==> src/rtl/hart_tx_pkg.sv <==
package hart_tx_pkg;

    localparam int FRAME_BITS = 11;
    localparam int IDX_W      = $clog2(FRAME_BITS);
    localparam int DEF_DEPTH  = 16;
    localparam int DEF_MARK_W = 4;

    typedef enum logic {
        LINK_IDLE = 1'b0,
        LINK_ON   = 1'b1
    } link_state_e;

    typedef struct packed {
        link_state_e            st;
        logic                   busy;
        logic [IDX_W-1:0]       idx;
        logic [FRAME_BITS-1:0]  frame;
    } ser_regs_t;

    // Frame layout, bit 0 leaves first: start, data LSB first, odd parity, stop
    function automatic logic [FRAME_BITS-1:0] build_frame(input logic [7:0] d);
        return {1'b1, ~(^d), d, 1'b0};
    endfunction

endpackage

==> src/rtl/hart_tx_fifo.sv <==
module hart_tx_fifo #(
    parameter int DEPTH = 16,
    parameter int W     = 8,
    localparam int PTR_W = (DEPTH > 1) ? $clog2(DEPTH) : 1,
    localparam int LVL_W = $clog2(DEPTH + 1)
) (
    input  logic             clk,
    input  logic             rst,
    input  logic             wr_en,
    input  logic [W-1:0]     wr_data,
    input  logic             rd_en,
    output logic [W-1:0]     rd_data,
    output logic [LVL_W-1:0] level,
    output logic             full,
    output logic             empty,
    output logic             wr_drop
);
    localparam logic [PTR_W-1:0] LAST = PTR_W'(DEPTH - 1);

    logic [W-1:0]     mem [DEPTH];
    logic [PTR_W-1:0] wr_ptr, rd_ptr, wr_ptr_nx, rd_ptr_nx;
    logic             wr_ok, rd_ok;

    assign full    = (level == LVL_W'(DEPTH));
    assign empty   = (level == '0);
    assign wr_ok   = wr_en && !full;
    assign rd_ok   = rd_en && !empty;
    assign wr_drop = wr_en && full;
    assign rd_data = mem[rd_ptr];

    generate
        if ((1 << PTR_W) == DEPTH) begin : g_pow2
            assign wr_ptr_nx = wr_ptr + 1'b1;
            assign rd_ptr_nx = rd_ptr + 1'b1;
        end else begin : g_wrap
            assign wr_ptr_nx = (wr_ptr == LAST) ? '0 : wr_ptr + 1'b1;
            assign rd_ptr_nx = (rd_ptr == LAST) ? '0 : rd_ptr + 1'b1;
        end
    endgenerate

    always_ff @(posedge clk) begin
        if (wr_ok) begin
            mem[wr_ptr] <= wr_data;
        end
    end

    always_ff @(posedge clk) begin
        if (rst) begin
            wr_ptr <= '0;
            rd_ptr <= '0;
            level  <= '0;
        end else begin
            if (wr_ok) wr_ptr <= wr_ptr_nx;
            if (rd_ok) rd_ptr <= rd_ptr_nx;
            case ({wr_ok, rd_ok})
                2'b10:   level <= level + 1'b1;
                2'b01:   level <= level - 1'b1;
                default: level <= level;
            endcase
        end
    end

endmodule

==> src/rtl/hart_tx_ser.sv <==
module hart_tx_ser
    import hart_tx_pkg::*;
#(
    parameter int MARK_W = 4
) (
    input  logic              clk,
    input  logic              rst,
    input  logic              rts,
    input  logic              baud_tick,
    input  logic              flag_clr,
    input  logic              fifo_empty,
    input  logic [7:0]        fifo_data,
    output logic              pop,
    output logic              tx_bit,
    output logic              cts,
    output logic [MARK_W-1:0] mark_count,
    output logic              underrun
);
    localparam logic [IDX_W-1:0]  LAST_IDX = IDX_W'(FRAME_BITS - 1);
    localparam logic [MARK_W-1:0] MARK_MAX = {MARK_W{1'b1}};

    ser_regs_t         cur, nxt;
    logic [MARK_W-1:0] mark_q, mark_d;
    logic              under_q;
    logic              last_bit, slot_end, under_set;

    assign last_bit  = cur.busy && (cur.idx == LAST_IDX);
    assign slot_end  = baud_tick && (!cur.busy || last_bit);
    assign under_set = (cur.st == LINK_ON) && rts && baud_tick && last_bit && fifo_empty;

    always_comb begin
        nxt    = cur;
        mark_d = mark_q;
        pop    = 1'b0;
        case (cur.st)
            LINK_IDLE: begin
                if (rts) begin
                    nxt.st   = LINK_ON;
                    nxt.idx  = '0;
                    nxt.busy = !fifo_empty;
                    mark_d   = '0;
                    if (!fifo_empty) begin
                        pop       = 1'b1;
                        nxt.frame = build_frame(fifo_data);
                    end
                end
            end
            default: begin
                if (!rts && (!cur.busy || (baud_tick && last_bit))) begin
                    nxt.st   = LINK_IDLE;
                    nxt.busy = 1'b0;
                    nxt.idx  = '0;
                end else if (cur.busy && baud_tick && !last_bit) begin
                    nxt.idx = cur.idx + 1'b1;
                end else if (slot_end) begin
                    if (!cur.busy && mark_q != MARK_MAX) begin
                        mark_d = mark_q + 1'b1;
                    end
                    nxt.idx  = '0;
                    nxt.busy = !fifo_empty;
                    if (!fifo_empty) begin
                        pop       = 1'b1;
                        nxt.frame = build_frame(fifo_data);
                    end
                end
            end
        endcase
    end

    always_ff @(posedge clk) begin
        if (rst) begin
            cur     <= '{st: LINK_IDLE, busy: 1'b0, idx: '0, frame: '1};
            mark_q  <= '0;
            under_q <= 1'b0;
        end else begin
            cur    <= nxt;
            mark_q <= mark_d;
            if (under_set)     under_q <= 1'b1;
            else if (flag_clr) under_q <= 1'b0;
        end
    end

    assign tx_bit     = cur.busy ? cur.frame[cur.idx] : 1'b1;
    assign cts        = (cur.st == LINK_ON);
    assign mark_count = mark_q;
    assign underrun   = under_q;

endmodule

==> src/rtl/hart_tx_seq.sv <==
module hart_tx_seq
    import hart_tx_pkg::*;
#(
    parameter int DEPTH  = DEF_DEPTH,
    parameter int MARK_W = DEF_MARK_W,
    localparam int LVL_W = $clog2(DEPTH + 1)
) (
    input  logic              clk,
    input  logic              rst,
    input  logic              wr_en,
    input  logic [7:0]        wr_data,
    input  logic              rts,
    input  logic              baud_tick,
    input  logic              flag_clr,
    output logic              tx_bit,
    output logic              carrier_en,
    output logic              cts,
    output logic [LVL_W-1:0]  fifo_level,
    output logic              underrun,
    output logic              overflow,
    output logic [MARK_W-1:0] mark_count
);
    logic       pop, f_full, f_empty, f_drop, ser_cts;
    logic [7:0] f_data;
    logic       ovf_q;

    hart_tx_fifo #(.DEPTH(DEPTH), .W(8)) u_fifo (
        .clk     (clk),
        .rst     (rst),
        .wr_en   (wr_en),
        .wr_data (wr_data),
        .rd_en   (pop),
        .rd_data (f_data),
        .level   (fifo_level),
        .full    (f_full),
        .empty   (f_empty),
        .wr_drop (f_drop)
    );

    hart_tx_ser #(.MARK_W(MARK_W)) u_ser (
        .clk        (clk),
        .rst        (rst),
        .rts        (rts),
        .baud_tick  (baud_tick),
        .flag_clr   (flag_clr),
        .fifo_empty (f_empty),
        .fifo_data  (f_data),
        .pop        (pop),
        .tx_bit     (tx_bit),
        .cts        (ser_cts),
        .mark_count (mark_count),
        .underrun   (underrun)
    );

    always_ff @(posedge clk) begin
        if (rst)           ovf_q <= 1'b0;
        else if (f_drop)   ovf_q <= 1'b1;
        else if (flag_clr) ovf_q <= 1'b0;
    end

    assign overflow   = ovf_q;
    assign cts        = ser_cts;
    assign carrier_en = ser_cts;

    logic unused_full;
    assign unused_full = f_full;

endmodule

==> config.mk <==
export PLATFORM = sky130hd
export DESIGN_NAME = hart_tx_seq
export DESIGN_NICKNAME = d
export VERILOG_FILES = /design/src/rtl/hart_tx_pkg.sv /design/src/rtl/hart_tx_fifo.sv /design/src/rtl/hart_tx_ser.sv /design/src/rtl/hart_tx_seq.sv
export SDC_FILE = /design/constraint.sdc
export NUM_CORES = 1
export LEC_CHECK = 0
export ABC_CLOCK_PERIOD_IN_PS = 6100
export BUFFER_PORTS_ARGS = -buffer_cell sky130_fd_sc_hd__buf_4
export CAP_MARGIN = 30
export CORE_UTILIZATION = 58
export DETAILED_ROUTE_END_ITERATION = 8
export PLACE_DENSITY = 0.76
export SLEW_MARGIN = 10
export SYNTH_ARGS = -nofsm -noshare
export SYNTH_HDL_FRONTEND = slang
export SYNTH_HIERARCHICAL = 1
export SYNTH_SLANG_ARGS = --single-unit
==> constraint.sdc <==
create_clock -name clk -period 6.1 [get_ports clk]
set_input_delay 0.915 -clock clk [delete_from_list [all_inputs] [get_ports clk]]
set_output_delay 0.915 -clock clk [all_outputs]
set_load 0.05 [all_outputs]
==> flow_metrics.py, run 1 <==
metrics = {
    "setup_path": {
        "cp.arrival_ns": 3.84,
        "crit_path_max_fanout": 14,
        "cp-end-kind": "flip-flop",
        "slowest_stage": "or4_1",
        "worstPathRequired_ns": 6.46,
        "worstSetupPathType": "flip-flop to flip-flop",
        "crit_chain": "or4_1 -> nor2_1 -> nor2b_1 -> o211ai_4 -> inv_4 -> o21ai_4 -> inv_1 -> ha_1 -> xor2_1 -> ha_1 -> o21a_1 -> or4_1 -> a21oi_1",
        "crit_path_start_kind": "flip-flop",
        "timing.critical_path.buf_inv": 2,
        "critPathMaxStageDelay_ns": 0.71,
        "critPathTopFamily": "simple AND/OR/NAND/NOR gates",
    },
    "finish": {
        "fin_nets": 493,
        "area_growth_pct": 11.66,
        "final_cell_mix": "edfxtp_1 (128), dfxtp_1 (38), buf_4 (29), nor2_1 (29), nand2_1 (29)",
        "final_common_cell": "edfxtp_1",
        "postLayoutCoreUtil": 0.6642,
        "diodes": 0,
        "drive_above_1_share": 0.2079,
    },
    "clocking": {
        "cts_sinks": 168,
        "clock_path_buffers": 2,
        "cts_hold_buf": 0,
        "htree_levels": 4,
        "cts_tree": "yes",
        "post_cts_resized": 0,
        "clk_latency_ns": 0.42,
        "cts_buffers": 17,
        "post-cts-setup-buffers": 0,
        "cts_root_buf": "clkbuf_16",
        "clk_pin_slew_ns": 0.07,
    },
    "logic_synthesis": {
        "postSynthAreaPerCell_um2": 15.98,
        "yosysWarnings": 6,
        "syn_area_um2": 7144,
        "syn_inst": 447,
        "synth.net_count": 472,
    },
    "timing": {
        "maxSlewViolCount": 0,
        "min_period_over_period": 0.5717,
        "skew_ns": 0.008995,
        "hold_viol_final": 0,
        "fmax_mhz": 286.7,
        "tns_ns": 0,
        "setup_ws_ns": 2.613,
        "grt_setup_unrepaired": "false",
        "setup_viol": 0,
        "worstMarginPinSlew_ns": 0.9258,
        "maxSlewHeadroom": 0.3805,
        "min_period_ns": 3.487,
    },
    "global_route": {
        "grt_max_degree": 44,
        "antenna_found_initial": 0,
        "grt_pass1_vias": 3888,
        "overflow": 0,
        "grt_pass1_wl_um": 20670,
        "track_usage": 0.2257,
    },
    "placement": {
        "dpl.hpwl_um": 8579,
        "dpl_worst_slack_ns": 2.666,
        "port_buffers": 27,
        "gp_congestion": 0.7840,
    },
    "pwr": {
        "comb_power_share": 0.207,
        "power_switching_mw": 0.8961,
        "pwr-share-clk": 0.341,
        "cellPowerDensity_nw_per_um2": 384.9,
        "p_leak_nw": 2.688,
        "vdd_drop_max_v": 0.0002584,
        "power_frac_seq": 0.452,
        "p_int_mw": 2.175,
        "swShare": 0.2918,
    },
    "die": {
        "placementRows": 40,
        "fp.coreArea_um2": 12010,
        "dieArea_um2": 12770,
        "die_h_um": 113.0,
        "start_util": 0.5948,
        "die_w_um": 113.0,
        "ioPinCount": 28,
    },
    "worst_hold_path": {
        "min_path_type": "flip-flop to flip-flop",
    },
    "drt": {
        "dr_total_vias": 3909,
        "antenna_left": 0,
        "drc": 0,
        "wl_um": 13090,
        "first_iter_violations": 340,
        "wl_per_cell_um": 20.84,
        "vias_per_cell": 6.225,
        "first_pass_iters": 5,
    },
    "status": {
        "status": "complete, no violations",
    },
    "job": {
        "drv_cap": 0,
    },
}
-- worst reg2reg max path, stage by stage (launching register included) --
cell and delay [ns]:
dfxtp_1 0.38, or4_1 0.71, nor2_1 0.21, nor2b_1 0.11
o211ai_4 0.18, inv_4 0.15, o21ai_4 0.12, inv_1 0.07
ha_1 0.32, xor2_1 0.20, ha_1 0.23, o21a_1 0.20
or4_1 0.39, a21oi_1 0.15
-- metrics by stage --
stage | std cells | hold WS, ns | cell area, um2 | power, mW
floorplan | 447 | 0.4102 | 7144 | 1.913
global placement | 595 | 0.4272 | 7375 | 2.010
detailed placement | 596 | 0.4287 | 7395 | 2.040
CTS | 628 | 0.4402 | 7978 | 3.086
global route | 628 | 0.4570 | 7978 | 3.194
finish | 628 | 0.4374 | 7978 | 3.071
-- layer usage --
metal / up-vias / track usage / share of wire
li1: 1782 / - / -
met1: 1974 / 0.2883 / 0.41
met2: 139 / 0.3802 / 0.52
met3: 14 / 0.05785 / 0.055
met4: 0 / 0.07719 / 0.012
met5: - / 0 / 0
-- state kept, by name, indices dropped and copies added (netlist names), named ones only --
name and cells:
u_ser/underrun 1, u_ser/cur 16, overflow 1, u_fifo/mem 128
u_ser/mark_count 4, u_fifo/level 5, u_fifo/wr_ptr 4, u_ser/cts 1
u_fifo/rd_ptr 4
-- power by group through the flow --
stage | registers, mW | clock network (mW) | logic, mW
global placement | 1.44 | 0 | 0.574
floorplan | 1.41 | 0 | 0.505
finish | 1.39 | 1.05 | 0.635
global route | 1.40 | 1.11 | 0.691
detailed placement | 1.41 | 0 | 0.630
CTS | 1.39 | 1.06 | 0.635
-- cell type report --
cell class | instances | area, um2
multi-input cells | 238 | 2275
fillers | 821 | 4034
clock inverters | 15 | 157.7
flip-flops and latches | 168 | 4647
inverters | 13 | 51.30
clock buffers | 17 | 425.4
well taps | 147 | 183.9
repair buffers | 30 | 237.7
-- path summary, 6_finish.rpt --
check	startpoint	slack, ns	cells past startpoint	to
setup / recovery	u_fifo/level[0]$_SDFFE_PP0P_	2.61	13	u_fifo/level[2]$_SDFFE_PP0P_
hold / removal	u_ser/cur[8]$_SDFFE_PP1P_	0.44	2	u_ser/cur[8]$_SDFFE_PP1P_
setup reg to reg	u_fifo/level[0]$_SDFFE_PP0P_	2.61	13	u_fifo/level[2]$_SDFFE_PP0P_
hold reg to reg	u_ser/cur[8]$_SDFFE_PP1P_	0.44	2	u_ser/cur[8]$_SDFFE_PP1P_
No activity file was read; power rests on OpenSTA's default activity.
==> inputs of run 2 (changes only) <==
--- a/config.mk
+++ b/config.mk
@@ -5,7 +5,7 @@
 export SDC_FILE = /design/constraint.sdc
 export NUM_CORES = 1
 export LEC_CHECK = 0
-export ABC_CLOCK_PERIOD_IN_PS = 6100
+export ABC_CLOCK_PERIOD_IN_PS = 3500
 export BUFFER_PORTS_ARGS = -buffer_cell sky130_fd_sc_hd__buf_4
 export CAP_MARGIN = 30
 export CORE_UTILIZATION = 58
==> constraint.sdc (replaced) <==
create_clock -name clk -period 3.5 [get_ports clk]
set_input_delay 0.525 -clock clk [delete_from_list [all_inputs] [get_ports clk]]
set_output_delay 0.525 -clock clk [all_outputs]
set_load 0.05 [all_outputs]
==> flow_metrics.py, run 2 (synthesized netlist as in run 1, its figures left out) <==
metrics = {
    "placement": {
        "dp.cells": 603,
        "dpl.hpwl_um": 8409,
        "gp_congestion": 0.7660,
        "dpl_cell_area_um2": 7436,
        "dpl_worst_slack_ns": 0.1998,
        "port_buffers": 27,
    },
    "timing": {
        "fmax_mhz": 312.5,
        "worstMarginPinSlew_ns": 0.9417,
        "skew_ns": 0.007096,
        "min_period_over_period": 0.9143,
        "grt_setup_unrepaired": "false",
        "setup_ws_ns": 0.3000,
        "maxSlewHeadroom": 0.3699,
        "min_period_ns": 3.200,
        "tns_ns": 0,
        "maxSlewViolCount": 0,
        "hold_viol_final": 0,
        "setup_viol": 0,
    },
    "setup_path": {
        "worstPathRequired_ns": 3.85,
        "slowest_stage": "or4_1",
        "critPathMaxStageDelay_ns": 0.56,
        "crit_chain": "or4_1 -> nor2_1 -> nor2b_1 -> o211ai_4 -> inv_4 -> o21ai_4 -> inv_1 -> ha_2 -> xor2_1 -> ha_1 -> o21a_1 -> or4_1 -> a21oi_1",
        "cp.arrival_ns": 3.55,
        "crit_path_start_kind": "flip-flop",
        "cp-end-kind": "flip-flop",
        "worstSetupPathType": "flip-flop to flip-flop",
        "crit_path_max_fanout": 14,
        "cp_common_cell": "or4_1",
    },
    "finish": {
        "final_common_cell": "edfxtp_1",
        "drive_above_1_share": 0.1992,
        "area_growth_pct": 12.05,
        "fin_area_um2": 8005,
        "final_cell_mix": "edfxtp_1 (128), dfxtp_1 (39), buf_4 (36)",
        "top_register": "u_fifo/mem",
        "fin_nets": 500,
        "reg.largest.list": "u_fifo/mem x128, u_ser/cur x16, u_fifo/level x5",
        "stdcell_count": 634,
        "diodes": 0,
        "largest_reg_flops": 128,
    },
    "global_route": {
        "overflow": 0,
        "antenna_found_initial": 0,
        "track_usage": 0.2238,
        "grt_pass1_wl_um": 20840,
        "grt_max_degree": 44,
        "grt_pass1_vias": 3875,
    },
    "clocking": {
        "htree_levels": 4,
        "post_cts_resized": 0,
        "clk_latency_ns": 0.42,
        "cts_hold_buf": 0,
        "cts_root_buf": "clkbuf_16",
        "post-cts-setup-buffers": 0,
        "clock_path_buffers": 2,
        "cts_sinks": 168,
        "clk_pin_slew_ns": 0.06,
        "cts_buffers": 17,
        "cts_tree": "yes",
    },
    "die": {
        "placementRows": 40,
        "die_h_um": 113.0,
        "dieArea_um2": 12770,
        "ioPinCount": 28,
        "fp.coreArea_um2": 12010,
        "start_util": 0.5948,
        "die_w_um": 113.0,
    },
    "pwr": {
        "cellPowerDensity_nw_per_um2": 669.4,
        "p_leak_nw": 2.704,
        "total_power_mw": 5.359,
        "vdd_drop_max_v": 0.0004012,
    },
    "drt": {
        "vias_per_cell": 6.134,
        "first_iter_violations": 251,
        "first_pass_iters": 5,
        "wl_met1_um": 5694,
        "highest_layer": "met4",
        "antenna_left": 0,
        "drc": 0,
        "dr_total_vias": 3889,
        "wl_um": 13070,
        "dr_wl_met2_um": 6680,
        "wl_per_cell_um": 20.61,
        "met3_length_um": 448,
    },
    "worst_hold_path": {
        "min_path_type": "input port to flip-flop",
    },
    "job": {
        "drv_cap": 0,
    },
    "status": {
        "status": "complete, no violations",
    },
}
run 2: worst max-delay path: cells and delay by family, from the launching register on:
kind | cells | cell delay [ns]
adder cells (fa/ha/maj) | 2 | 0.47
flip-flops | 1 | 0.37
XOR/XNOR | 1 | 0.17
AND/OR/NAND/NOR | 4 | 1.24
AO/OA/AOI/OAI | 4 | 0.66
buffers and inverters | 2 | 0.23
run 2: where the power goes:
part	leakage, nW	switching (mW)	total, mW	internal, mW
logic	0.951	0.646	1.17	0.526
clock network	0.270	0.707	1.81	1.10
registers	1.48	0.0983	2.38	2.28
run 2: path summary, 6_finish.rpt:
kind,startpoint,endpoint,slack [ns],cells past startpoint
hold / removal,rts,u_ser/mark_count[2]$_SDFFE_PP0P_,0.36,2
hold reg to reg,u_ser/cur[4]$_SDFFE_PP1P_,u_ser/cur[4]$_SDFFE_PP1P_,0.44,2
setup / recovery,u_fifo/level[0]$_SDFFE_PP0P_,u_fifo/level[2]$_SDFFE_PP0P_,0.30,13
setup reg to reg,u_fifo/level[0]$_SDFFE_PP0P_,u_fifo/level[2]$_SDFFE_PP0P_,0.30,13
run 2: per-layer routing:
metal / GRT usage / vias up
met3: 0.04231 / 17
met4: 0.09298 / 0
met1: 0.2957 / 1983
li1: - / 1794
met5: 0 / -
met2: 0.3704 / 95
run 2: final cells by class:
cell class,count,area (um2)
timing repair buffer,37,290.3
fill,802,4006
tap,147,183.9
multi-input combinational,238,2267
clock buffer,19,432.9
inverter,13,51.30
clock inverter,12,133.9
sequential,168,4646
run 2: stage by stage:
step                  util  hold slack [ns]
CTS                 0.6663           0.3368
floorplan                -           0.4102
global route        0.6665           0.3634
global placement    0.6191           0.4259
finish              0.6665           0.3565
detailed placement  0.6191           0.4326
